$ cat src/rtl/wa_pkg.sv
package wa_pkg;
  localparam int unsigned WORD_W = 32;
  localparam int unsigned HALF_W = 16;
  localparam int unsigned LANES  = WORD_W / 8;

  // Byte lanes touched by one local access, given the bus mode and phase.
  function automatic logic [LANES-1:0] lanes_hit(input logic m16,
                                                 input logic phase,
                                                 input logic [LANES-1:0] be);
    logic [LANES-1:0] r;
    if (!m16)      r = be;
    else if (phase) r = {be[1:0], 2'b00};
    else            r = {2'b00, be[1:0]};
    return r;
  endfunction

  // True when the selected advance lane is among the touched lanes.
  function automatic logic lane_steps(input logic [LANES-1:0] lanes,
                                      input logic [1:0] sel);
    return lanes[sel];
  endfunction

  // Next pointer value with wrap at depth.
  function automatic int unsigned ptr_next(input int unsigned p,
                                           input int unsigned depth);
    return (p == depth - 1) ? 0 : p + 1;
  endfunction
endpackage

$ cat src/rtl/wa_fifo_core.sv
module wa_fifo_core #(
  parameter int unsigned DW    = 32,
  parameter int unsigned DEPTH = 8
) (
  input  logic            clk,
  input  logic            rst_n,
  input  logic            clr,
  input  logic            wr_en,
  input  logic [DW/8-1:0] wr_be,
  input  logic [DW-1:0]   wr_data,
  input  logic            wr_step,
  input  logic            rd_step,
  output logic [DW-1:0]   rd_data,
  output logic            full,
  output logic            empty
);
  localparam int unsigned NL = DW / 8;
  localparam int unsigned PW = (DEPTH > 1) ? $clog2(DEPTH) : 1;
  localparam int unsigned CW = PW + 1;

  logic [DW-1:0] mem [DEPTH];
  logic [PW-1:0] wptr, rptr;
  logic [CW-1:0] cnt;

  // named internal events
  logic wr_ok, wr_adv, rd_ok;
  assign wr_ok  = wr_en & ~full & ~clr;
  assign wr_adv = wr_ok & wr_step;
  assign rd_ok  = rd_step & ~empty & ~clr;

  assign full    = (cnt == CW'(DEPTH));
  assign empty   = (cnt == '0);
  assign rd_data = mem[rptr];

  always_ff @(posedge clk or negedge rst_n) begin
    if (!rst_n) begin
      for (int e = 0; e < DEPTH; e++) mem[e] <= '0;
    end else if (wr_ok) begin
      for (int l = 0; l < NL; l++)
        if (wr_be[l]) mem[wptr][l*8 +: 8] <= wr_data[l*8 +: 8];
    end
  end

  always_ff @(posedge clk or negedge rst_n) begin
    if (!rst_n) begin
      wptr <= '0;
      rptr <= '0;
      cnt  <= '0;
    end else if (clr) begin
      wptr <= '0;
      rptr <= '0;
      cnt  <= '0;
    end else begin
      if (wr_adv) wptr <= PW'(wa_pkg::ptr_next(32'(wptr), DEPTH));
      if (rd_ok)  rptr <= PW'(wa_pkg::ptr_next(32'(rptr), DEPTH));
      cnt <= cnt + CW'(wr_adv) - CW'(rd_ok);
    end
  end

  assert_no_overflow_R11: assert property (@(posedge clk) disable iff (!rst_n)
    cnt <= CW'(DEPTH));
  assert_flags_exclusive_R1: assert property (@(posedge clk) disable iff (!rst_n)
    !(full && empty));
  // flush of either direction
  assert_clear_empties_R9: assert property (@(posedge clk) disable iff (!rst_n)
    clr |=> empty);
  assert_full_blocks_R11: assert property (@(posedge clk) disable iff (!rst_n)
    (full && !rd_step && !clr) |=> (full && $stable(wptr)));
  assert_empty_blocks_R11: assert property (@(posedge clk) disable iff (!rst_n)
    (empty && !(wr_en && wr_step) && !clr) |=> (empty && $stable(rptr)));
endmodule

$ cat src/rtl/wa_wr_steer.sv
module wa_wr_steer (
  input  logic        clk,
  input  logic        rst_n,
  input  logic        clr,
  input  logic        mode16,
  input  logic [1:0]  adv_sel,
  input  logic [3:0]  lbe,
  input  logic        lwr,
  input  logic [31:0] ldin,
  input  logic        full,
  output logic        wr_en,
  output logic [3:0]  wr_be,
  output logic [31:0] wr_data,
  output logic        wr_step
);
  logic phase;
  logic [3:0] lanes;
  logic accepted;

  assign lanes    = wa_pkg::lanes_hit(mode16, phase, lbe);
  assign wr_en    = lwr;
  assign wr_be    = lanes;
  assign wr_data  = mode16 ? {ldin[15:0], ldin[15:0]} : ldin;
  assign wr_step  = lwr & wa_pkg::lane_steps(lanes, adv_sel);
  assign accepted = lwr & ~full & ~clr;

  always_ff @(posedge clk or negedge rst_n) begin
    if (!rst_n)                phase <= 1'b0;
    else if (clr || !mode16)   phase <= 1'b0;
    else if (accepted)         phase <= ~phase;
  end

  assert_phase_flush_R10: assert property (@(posedge clk) disable iff (!rst_n)
    clr |=> !phase);
  assert_low_half_holds_R3: assert property (@(posedge clk) disable iff (!rst_n)
    (mode16 && adv_sel[1] && !phase) |-> !wr_step);
  assert_full_keeps_phase_R11: assert property (@(posedge clk) disable iff (!rst_n)
    (full && !clr && mode16) |=> $stable(phase) || !mode16);
endmodule

$ cat src/rtl/wa_rd_steer.sv
module wa_rd_steer (
  input  logic        clk,
  input  logic        rst_n,
  input  logic        clr,
  input  logic        mode16,
  input  logic [1:0]  adv_sel,
  input  logic [3:0]  lbe,
  input  logic        lrd,
  input  logic [31:0] entry,
  input  logic        empty,
  output logic [31:0] ldout,
  output logic        rd_step
);
  logic phase;
  logic [3:0] lanes;
  logic accepted;

  assign lanes    = wa_pkg::lanes_hit(mode16, phase, lbe);
  assign rd_step  = lrd & wa_pkg::lane_steps(lanes, adv_sel);
  assign accepted = lrd & ~empty & ~clr;
  assign ldout    = !mode16 ? entry
                  : {16'h0000, (phase ? entry[31:16] : entry[15:0])};

  always_ff @(posedge clk or negedge rst_n) begin
    if (!rst_n)                phase <= 1'b0;
    else if (clr || !mode16)   phase <= 1'b0;
    else if (accepted)         phase <= ~phase;
  end

  assert_phase_flush_R9: assert property (@(posedge clk) disable iff (!rst_n)
    clr |=> !phase);
  assert_upper_zero_R4: assert property (@(posedge clk) disable iff (!rst_n)
    mode16 |-> (ldout[31:16] == 16'h0000));
  assert_empty_keeps_phase_R11: assert property (@(posedge clk) disable iff (!rst_n)
    (empty && lrd && mode16 && !clr) |=> ($stable(phase) || !mode16));
endmodule

$ cat src/rtl/wa_fifo_port.sv
module wa_fifo_port #(
  parameter int unsigned DEPTH = 8
) (
  input  logic        clk,
  input  logic        rst_n,
  input  logic        mode16,
  input  logic [1:0]  adv_sel,
  input  logic [3:0]  lbe,
  input  logic        lwr,
  input  logic        lrd,
  input  logic [31:0] ldin,
  output logic [31:0] ldout,
  input  logic        rd_clr_n,
  input  logic        wr_clr_n,
  input  logic        h_push,
  input  logic [31:0] h_din,
  output logic        h2l_full,
  output logic        h2l_empty,
  input  logic        h_pop,
  output logic [31:0] h_dout,
  output logic        l2h_full,
  output logic        l2h_empty
);
  localparam int unsigned W  = wa_pkg::WORD_W;
  localparam int unsigned NL = wa_pkg::LANES;

  // named internal events
  logic h2l_clr, l2h_clr;
  logic h2l_rd_step;
  logic [W-1:0] h2l_head;
  logic l2h_wr_en, l2h_wr_step;
  logic [NL-1:0] l2h_wr_be;
  logic [W-1:0] l2h_wr_data;

  assign h2l_clr = ~rd_clr_n;
  assign l2h_clr = ~wr_clr_n;

  wa_fifo_core #(.DW(W), .DEPTH(DEPTH)) u_h2l (
    .clk(clk), .rst_n(rst_n), .clr(h2l_clr),
    .wr_en(h_push), .wr_be({NL{1'b1}}), .wr_data(h_din), .wr_step(1'b1),
    .rd_step(h2l_rd_step), .rd_data(h2l_head),
    .full(h2l_full), .empty(h2l_empty)
  );

  wa_rd_steer u_rd (
    .clk(clk), .rst_n(rst_n), .clr(h2l_clr), .mode16(mode16),
    .adv_sel(adv_sel), .lbe(lbe), .lrd(lrd), .entry(h2l_head),
    .empty(h2l_empty), .ldout(ldout), .rd_step(h2l_rd_step)
  );

  wa_wr_steer u_wr (
    .clk(clk), .rst_n(rst_n), .clr(l2h_clr), .mode16(mode16),
    .adv_sel(adv_sel), .lbe(lbe), .lwr(lwr), .ldin(ldin), .full(l2h_full),
    .wr_en(l2h_wr_en), .wr_be(l2h_wr_be), .wr_data(l2h_wr_data),
    .wr_step(l2h_wr_step)
  );

  wa_fifo_core #(.DW(W), .DEPTH(DEPTH)) u_l2h (
    .clk(clk), .rst_n(rst_n), .clr(l2h_clr),
    .wr_en(l2h_wr_en), .wr_be(l2h_wr_be), .wr_data(l2h_wr_data),
    .wr_step(l2h_wr_step), .rd_step(h_pop), .rd_data(h_dout),
    .full(l2h_full), .empty(l2h_empty)
  );

  // one direction's flush leaves the other's flags alone
  assert_flush_isolated_R9: assert property (@(posedge clk) disable iff (!rst_n)
    (h2l_clr && !l2h_clr && !lwr && !h_pop) |=> $stable(l2h_empty));
  assert_flush_isolated_R10: assert property (@(posedge clk) disable iff (!rst_n)
    (l2h_clr && !h2l_clr && !lrd && !h_push) |=> $stable(h2l_empty));
endmodule

$ cat config.mk
export PLATFORM = sky130hd
export DESIGN_NAME = wa_fifo_port
export DESIGN_NICKNAME = d
export VERILOG_FILES = /design/src/rtl/wa_pkg.sv /design/src/rtl/wa_fifo_core.sv /design/src/rtl/wa_wr_steer.sv /design/src/rtl/wa_rd_steer.sv /design/src/rtl/wa_fifo_port.sv
export SDC_FILE = /design/constraint.sdc
export NUM_CORES = 1
export LEC_CHECK = 0
export BUFFER_PORTS_ARGS = -buffer_cell sky130_fd_sc_hd__clkbuf_2
export CAP_MARGIN = 10
export CELL_PAD_IN_SITES_DETAIL_PLACEMENT = 1
export CELL_PAD_IN_SITES_GLOBAL_PLACEMENT = 1
export CORE_UTILIZATION = 56
export CTS_CLUSTER_DIAMETER = 120
export DETAILED_ROUTE_END_ITERATION = 8
export GPL_TIMING_DRIVEN = 0
export PLACE_DENSITY = 0.88
export SKIP_LAST_GASP = 1
export SYNTH_ARGS = -nofsm -noshare
export SYNTH_HDL_FRONTEND = slang
export SYNTH_SLANG_ARGS = --single-unit
$ cat constraint.sdc
create_clock -name clk -period 7.14 [get_ports clk]
set_clock_uncertainty 0.15 [all_clocks]
set_input_delay 0.357 -clock clk [delete_from_list [all_inputs] [get_ports clk]]
set_output_delay 0.357 -clock clk [all_outputs]
set_load 0.02 [all_outputs]
==> summary.md <==
| Metric | Value |
|---|---|
| Mapped Area | `0.0257 mm^2` |
| Drt pass-1 iters | `8` |
| CP Data Required Time | `6.63 ns` |
| Sequential fraction of the synthesis area | `52.1%` |
| Final GP Congestion | `0.854` |
| Largest area contributor in the netlist | `dfrtp_1` |
| Max-cap violations | `0` |
| Worst-path fanout max | `10` |
| Share of layout cells above drive strength 1 | `39.6%` |
| Nets | `2022` |
| IO Pins | `147` |
| Internal reg-to-reg setup slack | `4.27 ns` |
| Hold WC Path Type | `input pin to flop` |
| Max stage delay cell, worst path | `clkbuf_1` |
| # resized after CTS | `0` |
| Clock-pin slew on the worst setup and hold paths | `0.06 ns` |
| Post-synth top flop | `dfrtp_1` |
| Peak Freq | `0.255 GHz` |
| Unique cell type count in the Yosys netlist | `54` |
| Fraction of registers with async set/reset | `100%` |
| CTS sink count | `534` |
| Post-route clock period utilization | `54.8%` |
| Most frequent cells in the layout | `dfrtp_1, nor2_1, mux2_4, mux4_2, clkbuf_2` |
| Hold endpoint | `u_h2l.wptr[2]` |
| Hold_ws | `0.0164 ns` |
| Syn avg cell area | `15.3 um^2` |
| P&R area growth vs syn | `14.9%` |
| Die ar. | `0.0467 mm^2` |
| Post-synthesis net count | `1778` |
| H-tree level count | `2` |
| CP Depth | `5` |
| Post-synth top area share | `52.1%` |
| Hold depth | `4` |
| Yosys Warn Count | `0` |
| Largest cells by area after synthesis | `dfrtp_1, mux4_2, mux2_4` |
| Crit start category | `flop` |
| Num rows | `78` |
| Slowest stage delay, CP | `0.85 ns` |
| CP startpoint | `u_l2h.rptr[1]` |
| Leak | `14.1 nW` |
| TritonCTS Buffers | `55` |
| Initial antenna violation count | `3` |
| Final core occ | `65.1%` |
| Seq cells post-synth | `534` |
| Port Buf Inserts | `144` |
| Dpl hpwl | `51300 um` |
| Grt total ovfl | `0` |
| Vias in the first global route | `18800` |
| Cells along the critical path | `clkbuf_1, clkbuf_1, mux4_2, mux2_2, clkbuf_2` |
| Via/cell ratio | `6.38` |
| WL/cell | `31.1 um` |
| CP most frequent cell | `clkbuf_1` |
| Slew @ Worst Pin | `1.22 ns` |
| Most common cell after layout, fill and taps aside | `dfrtp_1` |
| Slew HR | `16.4%` |
| Root buf cell | `clkbuf_16` |
| CTS tree | `built` |
| Crit path max-delay family | `buffers and inverters` |
| Iter 0 DRT Violations | `1337` |
| Syn Inst Count | `1677` |
| Fin crit period | `3.92 ns` |
| Largest net degree at the start of global routing | `109` |
| Skew-Pair Late Insertion Delay | `0.61 ns` |
| CP arrival | `3.41 ns` |
| Via count | `16300` |
| Chip Height | `216 um` |
| CP endpoint kind | `output pin` |
| Routed Antenna Nets | `0` |
| RSZ-0062 raised after global routing | `false` |
| # DRC | `0` |
| Die width | `216 um` |
| Hold path startpoint | `h_push` |
| Worst r2r path cells | `10` |
| Final setup viols | `0` |
| RR Endpoint | `u_l2h.cnt[2]` |
| Worst setup path category | `flop to output pin` |
| CTS Buffer Depth | `3` |
| Setup TNS Final | `0 ns` |
| First-pass GRT wire length | `121000 um` |
| Worst path buffer plus inverter count | `3` |
| RR Startpoint | `u_l2h.cnt[1]` |
| Area of the core | `0.0453 mm^2` |
| Peak supply drop | `259 uV` |
| Post-synth EDFFs | `0` |
| Wirelength, routed | `79600 um` |
| Power Total | `9.78 mW` |
| Placed Cells | `2426` |
| Final hold violation count | `0` |
| Slew Limit Fails | `0` |
| Pwr Density | `332 mW/mm^2` |
| Gr usage total | `35.1%` |
| Status | `finished clean` |
| Fin cells | `2561` |
| Starting density of the core | `56.7%` |
-- synth_stat cells (all sizes together), types with 5 or more instances --
| library cell | number |
|---|---|
| o21ai | 6 |
| nor2 | 191 |
| buf | 74 |
| nand2 | 19 |
| inv | 15 |
| ha | 20 |
| and2 | 8 |
| mux2 | 416 |
| dfrtp | 534 |
| xnor2 | 6 |
| clkbuf | 18 |
| mux2i | 36 |
| a21oi | 139 |
| nand3 | 8 |
| and3 | 5 |
| nand3b | 7 |
| mux4 | 144 |
-- power breakdown --
part / leakage, nW / total [mW] / switching, mW / internal, mW
sequential: 7.10 / 4.01 / 0.396 / 3.61
combinational: 6.06 / 2.81 / 1.48 / 1.33
clock: 0.901 / 2.96 / 1.24 / 1.72
total: 14.1 / 9.78 / 3.12 / 6.66
-- cell type report --
type                    count  area [um^2]
clock inverters            15          181
flip-flops and latches    534        13400
multi-input cells        1035        11700
repair buffers            187         1250
diodes                      1         2.50
inverters                  16         60.1
clock buffers              81         1630
plain buffers              92          547
fillers                  4092        15800
well taps                 600          751
-- through the flow --
step                setup slack (ns)  cell area [um^2]
floorplan                       4.55             25700
global placement               -6.11             27100
detailed placement              3.99             27300
CTS                             3.26             29500
global route                    3.24             29500
finish                          3.22             29500
-- routing by layer --
layer,track usage (%),vias up,share of wire [%]
li1,-,6640,-
met2,62.2,609,53
met5,0,-,0.034
met4,17.6,4,5.3
met1,41.9,8842,37
met3,4.91,245,4.7
-- tightest hold or removal path, stage by stage --
cell,delay [ns]
clkbuf_2,0.09
a21boi_2,0.17
nand2_1,0.07
a21oi_1,0.05
-- sequential cells by signal, summed over array words and instances, names as in the netlist --
name and flops:
u_h2l.cnt 4, u_h2l.mem 256, u_h2l.rptr 3, u_h2l.wptr 3
u_l2h.cnt 4, u_l2h.mem 256, u_l2h.rptr 3, u_l2h.wptr 3
u_rd.phase 1, u_wr.phase 1
-- worst max-delay path by stage --
stage	end	slack (ns)
floorplan	u_l2h.cnt[2]	4.55
finish	h_dout[16]	3.22
CTS	h_dout[16]	3.26
global placement	u_h2l.mem[147]	-6.11
detailed placement	h_dout[16]	3.99
global route	h_dout[16]	3.24
-- repair_timing --
| item | CTS | global route |
|---|---|---|
| hold endpoints to repair | 379 | 0 |
| hold buffers | 38 | 0 |
| setup buffers | 0 | 0 |
-- kinds of logic (layout without fill, tap and decap cells) --
family | Yosys count | count (layout) | synth area share (%)
adder cells (fa/ha/maj) | 22 | 22 | 1.13
other | 0 | 1 | 0
buffers and inverters | 108 | 391 | 2.36
AND/OR/NAND/NOR | 255 | 255 | 6.25
flip-flops | 534 | 534 | 52.1
AO/OA/AOI/OAI | 156 | 156 | 3.38
XOR/XNOR | 6 | 6 | 0.205
multiplexers | 596 | 596 | 34.6
Power figures use the tool's default switching activity.
